--- src/rtl/daf_pkg.sv ---
package daf_pkg;
  localparam int ADDR_BITS = 48;
  localparam logic [31:0] CRC_POLY = 32'hEDB88320;

  typedef struct packed {
    logic init;
    logic step;
  } daf_strobe_t;
endpackage

--- src/rtl/daf_ctrl.sv ---
module daf_ctrl
  import daf_pkg::*;
#(
  parameter int BEATS = 6
) (
  input  logic        clk,
  input  logic        rst_n,
  input  logic        frameStart,
  input  logic        beatValid,
  output daf_strobe_t strb,
  output logic        decisionValid
);
  localparam int CW = $clog2(BEATS + 1);
  localparam logic [CW-1:0] LAST = CW'(BEATS - 1);
  localparam logic [CW-1:0] FULL = CW'(BEATS);

  logic [CW-1:0] beatCnt;
  logic [CW-1:0] baseCnt;

  always_comb begin
    baseCnt   = frameStart ? '0 : beatCnt;
    strb.init = frameStart;
    strb.step = beatValid && (baseCnt != FULL);
  end

  always_ff @(posedge clk or negedge rst_n) begin
    if (!rst_n) begin
      beatCnt       <= FULL;
      decisionValid <= 1'b0;
    end else begin
      if (strb.step) beatCnt <= baseCnt + 1'b1;
      else           beatCnt <= baseCnt;
      decisionValid <= strb.step && (baseCnt == LAST);
    end
  end

  assert_count_bound_R9: assert property (@(posedge clk) disable iff (!rst_n)
    beatCnt <= FULL);

  assert_decision_after_beat_R7: assert property (@(posedge clk) disable iff (!rst_n)
    decisionValid |-> $past(strb.step));

  assert_single_pulse_R7: assert property (@(posedge clk) disable iff (!rst_n)
    decisionValid |=> !decisionValid);
endmodule

--- src/rtl/daf_datapath.sv ---
module daf_datapath
  import daf_pkg::*;
#(
  parameter int STEP_BITS = 8
) (
  input  logic                 clk,
  input  logic                 rst_n,
  input  daf_strobe_t          strb,
  input  logic [STEP_BITS-1:0] beatData,
  input  logic [31:0]          stationHi,
  input  logic [15:0]          stationTail,
  input  logic [31:0]          hashUpper,
  input  logic [31:0]          hashLower,
  output logic                 accept,
  output logic [5:0]           hashIndex
);
  localparam int NBYTES = ADDR_BITS / 8;

  logic [31:0]          crcQ, crcBase, crcD;
  logic [ADDR_BITS-1:0] addrQ, addrBase, addrD;
  logic [ADDR_BITS-1:0] stationStream;
  logic [ADDR_BITS-1:0] stationNatural;

  function automatic logic [31:0] crcAdvance(input logic [31:0] c,
                                             input logic [STEP_BITS-1:0] d);
    logic [31:0] r;
    r = c;
    for (int i = 0; i < STEP_BITS; i++)
      r = (d[i] ^ r[0]) ? ((r >> 1) ^ CRC_POLY) : (r >> 1);
    return r;
  endfunction

  // Stream layout: bits of byte n sit at [8n+7:8n], byte 0 first on the wire.
  assign stationNatural = {stationHi, stationTail};
  for (genvar n = 0; n < NBYTES; n++) begin : g_station
    assign stationStream[8*n +: 8] = stationNatural[ADDR_BITS-1-8*n -: 8];
  end

  always_comb begin
    crcBase  = strb.init ? '1 : crcQ;
    addrBase = strb.init ? '0 : addrQ;
    crcD     = strb.step ? crcAdvance(crcBase, beatData) : crcBase;
    addrD    = strb.step ? {beatData, addrBase[ADDR_BITS-1:STEP_BITS]} : addrBase;
  end

  always_ff @(posedge clk or negedge rst_n) begin
    if (!rst_n) begin
      crcQ  <= '1;
      addrQ <= '0;
    end else begin
      crcQ  <= crcD;
      addrQ <= addrD;
    end
  end

  logic exactHit, bcastHit, hashHit;
  always_comb begin
    hashIndex = crcQ[31:26];
    exactHit  = (addrQ == stationStream);
    bcastHit  = &addrQ;
    hashHit   = hashIndex[5] ? hashUpper[hashIndex[4:0]] : hashLower[hashIndex[4:0]];
    accept    = exactHit | bcastHit | hashHit;
  end

  assert_init_ones_R8: assert property (@(posedge clk) disable iff (!rst_n)
    (strb.init && !strb.step) |=> (hashIndex == 6'h3F));

  assert_hold_idle_R9: assert property (@(posedge clk) disable iff (!rst_n)
    (!strb.init && !strb.step) |=> ($stable(crcQ) && $stable(addrQ)));
endmodule

--- src/rtl/dest_addr_filter.sv ---
module dest_addr_filter
  import daf_pkg::*;
#(
  parameter int STEP_BITS = 8
) (
  input  logic                 clk,
  input  logic                 rst_n,
  input  logic                 frameStart,
  input  logic                 beatValid,
  input  logic [STEP_BITS-1:0] beatData,
  input  logic [31:0]          stationHi,
  input  logic [15:0]          stationTail,
  input  logic [31:0]          hashUpper,
  input  logic [31:0]          hashLower,
  output logic                 decisionValid,
  output logic                 accept,
  output logic [5:0]           hashIndex
);
  localparam int BEATS = ADDR_BITS / STEP_BITS;

  daf_strobe_t strb;

  daf_ctrl #(.BEATS(BEATS)) u_ctrl (
    .clk(clk), .rst_n(rst_n), .frameStart(frameStart), .beatValid(beatValid),
    .strb(strb), .decisionValid(decisionValid)
  );

  daf_datapath #(.STEP_BITS(STEP_BITS)) u_dp (
    .clk(clk), .rst_n(rst_n), .strb(strb), .beatData(beatData),
    .stationHi(stationHi), .stationTail(stationTail),
    .hashUpper(hashUpper), .hashLower(hashLower),
    .accept(accept), .hashIndex(hashIndex)
  );
endmodule

--- config.mk ---
export PLATFORM = sky130hd
export DESIGN_NAME = dest_addr_filter
export DESIGN_NICKNAME = d
export VERILOG_FILES = /design/src/rtl/daf_pkg.sv /design/src/rtl/daf_ctrl.sv /design/src/rtl/daf_datapath.sv /design/src/rtl/dest_addr_filter.sv
export SDC_FILE = /design/constraint.sdc
export NUM_CORES = 1
export LEC_CHECK = 0
export BUFFER_PORTS_ARGS = -buffer_cell sky130_fd_sc_hd__clkbuf_2
export CAP_MARGIN = 20
export CORE_ASPECT_RATIO = 0.6
export CORE_UTILIZATION = 50
export DETAILED_ROUTE_END_ITERATION = 16
export GPL_ROUTABILITY_DRIVEN = 0
export PLACE_DENSITY = 0.76
export SETUP_SLACK_MARGIN = 0.05
export SYNTH_ARGS = -nofsm -noshare
export SYNTH_HDL_FRONTEND = slang
export SYNTH_SLANG_ARGS = --single-unit
--- constraint.sdc ---
create_clock -name clk -period 2.5 [get_ports clk]
set_input_delay 0.125 -clock clk [delete_from_list [all_inputs] [get_ports clk]]
set_output_delay 0.125 -clock clk [all_outputs]
set_load 0.01 [all_outputs]
==> impl_metrics.yaml, run 1 <==
outcome:
  status: "finished, final reports clean"
global_routing:
  antenna_found_initial: 0
  grt_pass1_wl_um: 26400
  grt_util_all_layers_pct: 28.7
  overflow: 0
  grt_max_degree: 64
  grt_pass1_vias: 5077
die:
  dieArea_mm2: 0.0121
  die_h_um: 85.4
  rows: 30
  core_area_mm2: 0.0113
  start_util_pct: 51.4
  die_w_um: 141
  pin_count: 132
timing:
  rsz0062_at_grt: "yes"
  finClkSkew_ns: 0.00706
  hold_viol: 0
  worst_pin_slew_ns: 0.674
  finalSetupViolCount: 0
  max_freq_ghz: 0.400
  fin_crit_sh_pct: 99.9
  finalCriticalPeriod_ns: 2.50
  slew_violations: 0
  max-slew-margin-rel_pct: 55.1
critical_path:
  cp_top_family: "multiplexers"
  reg2reg_to: "u_dp.crcQ[23]$_DFF_PN1_"
  critPathSlowestCell: "dfstp_2"
  r2r_setup_slack_ns: 0.23
  arrival_ns: 2.37
  r2r-start: "u_dp.crcQ[3]$_DFF_PN1_"
  cpMostUsedCell: "o211ai_1"
  crit_path_cell_trace: "buf_12 > buf_4 > mux4_2 > mux2i_1 > a21oi_1 > o211ai_1 > o211ai_1 > clkbuf_2"
  crit_type: "reg2out"
  critPathLaunchType: "register"
  cp-end-kind: "output pin"
  reg2reg_depth: 6
  crit_fanout: 6
  cpPeakStageDelay_ns: 0.57
  worstPathRequired_ns: 2.38
  critPathBufInv: 3
synth:
  synth_async_sr_flop_share_pct: 100
  yosysSeqAreaShare_pct: 37.0
  postSynthAreaPerCell_um2: 9.08
  synth_top_area_cell: "dfrtp_1"
  syn-cell-area_mm2: 0.00580
  synth.distinct_cells: 47
  yosys-top-cells-area: "dfrtp_1 22%, dfstp_2 15%, xor2_1 9.4%, nand2_1 6.9%, mux4_2 6.6%"
  netlist_top_cells_count: "107 x nand2_1, 69 x a21oi_1, 62 x xor2_1"
  synthCells: 639
  synth_ff_type: "dfrtp_1"
  synth_top_area_share_pct: 21.6
  synth_edf_count: 0
  synth.most_common_cell: "nand2_1"
  synthesis.nets: 766
  synth_seq_cells: 84
  ys.warnings.count: 0
route:
  drtAntennaViolNets: 0
  wl_per_cell_um: 17.9
  route.detailed.drc: 0
  vias: 5257
  first_iter_violations: 590
  drt-vias-per-instance: 5.73
  wirelength_um: 16400
  first_pass_iters: 5
clocking:
  tritoncts: "done"
  cts_made_buffers: 9
  root_buffer: "clkbuf_16"
  clk_pin_slew_ns: 0.07
  cts_buffer_depth: 2
  worstSkewPairLatency_ns: 0.35
  clock_sinks: 84
  ctsHtreeMaxLevel: 3
power:
  finalPower_w: 0.00629
  peakVddDrop_mv: 0.452
  p_leak_nw: 3.03
  power_density_mw_per_mm2: 907
layout:
  antennaDiodeCount: 0
  fillers: 965
  fin_area_mm2: 0.00694
  area_delta_synth_final_pct: 19.6
  final_nets: 879
  drive_gt1_share_pct: 31.2
placement:
  place_area_mm2: 0.00659
  port_buffers: 131
  dp_hpwl_um: 12300
hold_path:
  min-delay-start: "beatData[4]"
  whs_path_depth: 3
  min_path_type: "in2reg"
  hold_end: "u_dp.addrQ[44]$_DFF_PN0_"
job:
  maxCapViolations: 0
cell type report:
cell class / count / area [um^2] / share of cell area (%)
repair buffers: 154 / 891 / 12.8
multi-input cells: 499 / 3400 / 49.1
flip-flops and latches: 84 / 2140 / 30.9
well taps: 160 / 200 / 2.88
clock buffers: 10 / 239 / 3.44
inverters: 4 / 15.0 / 0.216
clock inverters: 6 / 46.3 / 0.667
flip-flops by register name (all words and copies together) (netlist names):
signal	flops
u_ctrl.decisionValid	1
u_dp.addrQ	48
u_dp.crcQ	32
u_ctrl.beatCnt	3
report_power, final:
| group | total (W) | switching [W] | internal, W |
|---|---|---|---|
| sequential | 0.00215 | 0.000367 | 0.00178 |
| combinational | 0.00285 | 0.00145 | 0.00140 |
| clock | 0.00129 | 0.000585 | 0.000709 |
worst max-delay path by stage:
stage                                    end                     from  cells after the start
floorplan           u_dp.addrQ[14]$_DFF_PN0_               frameStart                     14
global placement                      accept  u_dp.crcQ[26]$_DFF_PN1_                      6
detailed placement                    accept  u_dp.crcQ[26]$_DFF_PN1_                      6
CTS                                   accept  u_dp.crcQ[26]$_DFF_PN1_                      6
global route                          accept  u_dp.crcQ[26]$_DFF_PN1_                      8
finish                                accept  u_dp.crcQ[26]$_DFF_PN1_                      8
through the flow:
step / setup TNS [ns] / utilization (%) / setup slack [ns] / std cells / hold slack [ns]
after floorplan: 0 / - / 0.154 / 639 / -0.171
after global placement: 0 / 58.3 / 0.264 / 897 / 0.195
after detailed placement: 0 / 58.3 / 0.158 / 897 / 0.207
after CTS: 0 / 61.4 / 0.0130 / 917 / 0.0633
after global routing: -0.108 / 61.4 / -0.108 / 917 / 0.0880
final: 0 / 61.4 / 0.00279 / 917 / 0.0658
worst min-delay path, stage by stage:
cell and delay, ns:
clkbuf_2 0.13, nand2_1 0.06, o21ai_0 0.06
timing repair:
| action | in CTS | in global routing |
|---|---|---|
| buffers inserted | 3 | 0 |
| endpoints found under the setup margin | 1 | 1 |
| resized for setup | 3 | 1 |
| hold endpoints to repair | 50 | 0 |
| hold buffers | 1 | 0 |
| pin swaps | 1 | 0 |
cells by family after synthesis:
family | Yosys count | share of synthesized area [%]
buffers and inverters | 56 | 4.59
AND/OR/NAND/NOR | 226 | 17.4
multiplexers | 24 | 7.83
adder cells (fa/ha/maj) | 3 | 0.647
flip-flops | 84 | 37.0
AO/OA/AOI/OAI | 135 | 13.8
XOR/XNOR | 111 | 18.8
placed cells by master, fill, tap and decap left out, drive strengths merged, types with 3 or more instances in the layout:
cell     instances
o2bb2ai         11
o21ai           25
nand2          108
dfrtp           50
nor4            17
nand4           16
nor2b            3
mux2i            6
a211oi           8
xnor3            5
buf             24
xor2            63
ha               3
inv              7
nor3            27
a31oi            3
nor2            48
o22ai            4
xnor2           43
mux4            17
clkbuf         139
o211ai           6
nand3            3
a21oi           69
dfstp           34
layer usage:
layer  vias to the layer above  GRT usage (%)  share of wire [%]  routed length [um]
met5                         -              0                  0                   0
met4                         0           7.41                1.4                 233
met3                        30           8.52                 10                1670
met2                       248           41.0                 44                7210
met1                      2523           42.1                 45                7330
li1                       2456              -                  -                   -
No activity file was read; power rests on OpenSTA's default activity.
==> run 2: changes to the inputs <==
Settings changed: ABC_AREA set to 1, PLACE_DENSITY 0.76 to 0.75.
==> run 2 against run 1 <==
Global-route usage fell by 2.4 points; first-iteration DRC count fell by 14%; sequential power fell by 18%; wire length fell by 4.1%; critical path type unchanged; critical endpoint unchanged; highest routed layer unchanged.
==> impl_metrics.yaml, run 2 <==
synth:
  synth-xor-area-share_pct: 13.9
  synth.most_common_cell: "nand2_1"
  synth_top_area_share_pct: 20.9
  synth_async_sr_flop_share_pct: 100
  synth-adder-area-share_pct: 0.626
  syn-cell-area_mm2: 0.00600
  synth_top_family_by_area: "simple AND/OR/NAND/NOR gates"
  synth_compound_area_share_pct: 9.72
  synth_mux_area_share_pct: 0
  netlist_top_cells_count: "284 x nand2_1, 79 x o21ai_0, 72 x nor2_1"
  ys.warnings.count: 0
  synthesis.nets: 979
  synth-simple-area-share_pct: 32.8
  synthCells: 852
  yosysSeqAreaShare_pct: 35.8
  synth_edf_count: 0
  synth_top_area_cell: "dfrtp_1"
  postSynthAreaPerCell_um2: 7.04
  synth_seq_cells: 84
  synth.distinct_cells: 39
  synth_ff_type: "dfrtp_1"
  yosys-top-cells-area: "dfrtp_1 21%, nand2_1 18%, dfstp_2 15%, o21ai_0 6.6%, xor2_1 6.6%"
timing:
  slew_violations: 0
  worst_pin_slew_ns: 0.875
  finalSetupTns_ns: 0
  fin_crit_sh_pct: 91.6
  max_freq_ghz: 0.437
  finalCriticalPeriod_ns: 2.29
  holdWs_ns: 0.0721
  finClkSkew_ns: 0.00514
  finalSetupViolCount: 0
  max-slew-margin-rel_pct: 41.6
  rsz0062_at_grt: "no"
  hold_viol: 0
layout:
  final_nets: 1094
  fin_area_mm2: 0.00709
  top_register: "u_dp.addrQ"
  area_delta_synth_final_pct: 18.2
  largest_reg_flops: 48
  fin_cells: 1132
  top_regs: "u_dp.addrQ: 48 flops, u_dp.crcQ: 32 flops, u_ctrl.beatCnt: 3 flops"
  drive_gt1_share_pct: 22.7
  antennaDiodeCount: 0
  final_common_cell: "nand2_1"
  layout_common_cells: "283 x nand2_1, 130 x clkbuf_2, 79 x o21ai_0"
  utilization_pct: 61.7
  fillers: 1085
outcome:
  status: "finished, final reports clean"
critical_path:
  crit_fanout: 35
  crit_type: "reg2out"
  crit_path_cell_trace: "buf_4 > nand2_1 > nand3_1 > nand2_1 > a21oi_1 > o31ai_1 > nand3b_1 > nand3_1 > nand3_1 > clkbuf_2"
  critPathLaunchType: "register"
  critPathSlowestCell: "dfstp_2"
  cp-end-kind: "output pin"
  worstPathRequired_ns: 2.38
  cpMostUsedCell: "nand3_1"
  cpPeakStageDelay_ns: 0.59
  arrival_ns: 2.16
route:
  first_pass_iters: 5
  drt-vias-per-instance: 5.12
  vias: 5793
  first_iter_violations: 510
  wirelength_um: 15800
  wl_per_cell_um: 13.9
  drtAntennaViolNets: 0
  route.detailed.drc: 0
power:
  peakVddDrop_mv: 0.448
  p_leak_nw: 3.50
  power_density_mw_per_mm2: 698
  clockPowerShare_pct: 26.2
  seqPwrFrac_pct: 35.8
  power_frac_comb_pct: 38.0
  p_switching_w: 0.00184
  cellInternalPower_w: 0.00311
  swShare_pct: 37.2
die:
  start_util_pct: 52.2
  die_h_um: 86.8
  pin_count: 132
  die_w_um: 143
  dieArea_mm2: 0.0125
  core_area_mm2: 0.0115
  rows: 30
hold_path:
  min_path_type: "in2reg"
global_routing:
  overflow: 0
  grt_pass1_vias: 4980
  antenna_found_initial: 0
  grt_max_degree: 71
  grt_pass1_wl_um: 25100
  grt_util_all_layers_pct: 26.3
clocking:
  clock_sinks: 84
  tritoncts: "done"
  ctsHtreeMaxLevel: 3
  cts_buffer_depth: 2
  root_buffer: "clkbuf_16"
  worstSkewPairLatency_ns: 0.34
  clk_pin_slew_ns: 0.06
  cts_made_buffers: 9
placement:
  port_buffers: 131
  place_inst: 1112
  dp_hpwl_um: 11700
  place_area_mm2: 0.00677
job:
  maxCapViolations: 0
-- run 2: cell count changes after synthesis, sizes merged, moves of 11 or more --
| cell | before | now |
|---|---|---|
| nor4 | 17 | 3 |
| xor2 | 63 | 49 |
| o2bb2ai | 11 | 0 |
| nor2 | 48 | 75 |
| nand3 | 3 | 64 |
| mux4 | 17 | 0 |
| inv | 4 | 58 |
| nand2 | 108 | 292 |
| a21oi | 69 | 17 |
| nor3 | 27 | 11 |
| o21ai | 25 | 80 |
-- run 2: timing repair --
item,4_1_cts,5_1_grt
endpoints found under the setup margin,0,1
hold buffers,1,0
endpoints found under the hold margin,50,0
setup buffers,0,2
gates resized for setup,0,2
-- run 2: critical path: cells and delay by family (launching register included) --
kind / cells / cell delay, ns
compound gates: 2 / 0.24
buf+inv: 2 / 0.47
simple gates: 6 / 0.53
flops: 1 / 0.59
-- run 2: final cells by class --
cell class / count / area [um^2] / share of cell area [%]
sequential: 84 / 2140 / 30.3
tap: 160 / 200 / 2.82
timing repair inverter: 1 / 7.51 / 0.106
inverter: 59 / 225 / 3.18
clock buffer: 13 / 240 / 3.39
multi-input combinational: 667 / 3420 / 48.3
timing repair buffer: 145 / 803 / 11.3
clock inverter: 3 / 42.5 / 0.600
-- run 2: logic make-up (layout without fill, tap and decap cells) --
kind of cell	after synthesis	after routing
compound gates	110	110
xor+xnor	88	88
fa+ha+maj	3	3
buf+inv	101	221
flops	84	84
simple gates	466	466
-- run 2: metal layers --
| layer | vias up | part of all wire [%] | global-route usage (%) |
|---|---|---|---|
| met5 | - | 0 | 0 |
| met4 | 0 | 0.70 | 5.22 |
| met3 | 9 | 7.3 | 6.19 |
| met2 | 187 | 39 | 35.0 |
| met1 | 2652 | 53 | 42.1 |
| li1 | 2945 | - | - |
-- run 2: power by group through the flow --
stage               clock (W)  combinational, W  sequential (W)
detailed placement          0           0.00183         0.00178
finish                0.00130           0.00188         0.00177
global route          0.00138           0.00211         0.00179
floorplan                   0           0.00137         0.00174
global placement            0           0.00180         0.00178
CTS                   0.00132           0.00184         0.00176
-- run 2: final timing paths --
kind | startpoint | to | slack [ns] | depth (start not counted)
max | u_dp.crcQ[26]$_DFF_PN1_ | accept | 0.21 | 10
max in group asynchronous | rst_n | u_dp.crcQ[27]$_DFF_PN1_ | 1.31 | 3
min | beatData[2] | u_dp.addrQ[42]$_DFF_PN0_ | 0.07 | 3
min reg2reg | u_ctrl.beatCnt[2]$_DFF_PN1_ | u_ctrl.beatCnt[2]$_DFF_PN1_ | 0.53 | 2
max reg2reg | u_dp.crcQ[1]$_DFF_PN1_ | u_dp.crcQ[19]$_DFF_PN1_ | 0.55 | 14
min in group asynchronous | rst_n | u_dp.addrQ[32]$_DFF_PN0_ | 0.42 | 2
-- run 2: stage by stage --
stage                     power (W)  setup WS, ns
after floorplan             0.00311         0.704
after global placement      0.00358         0.511
after detailed placement    0.00361         0.468
after CTS                   0.00492         0.102
after global routing        0.00528        0.0539
final                       0.00495         0.211
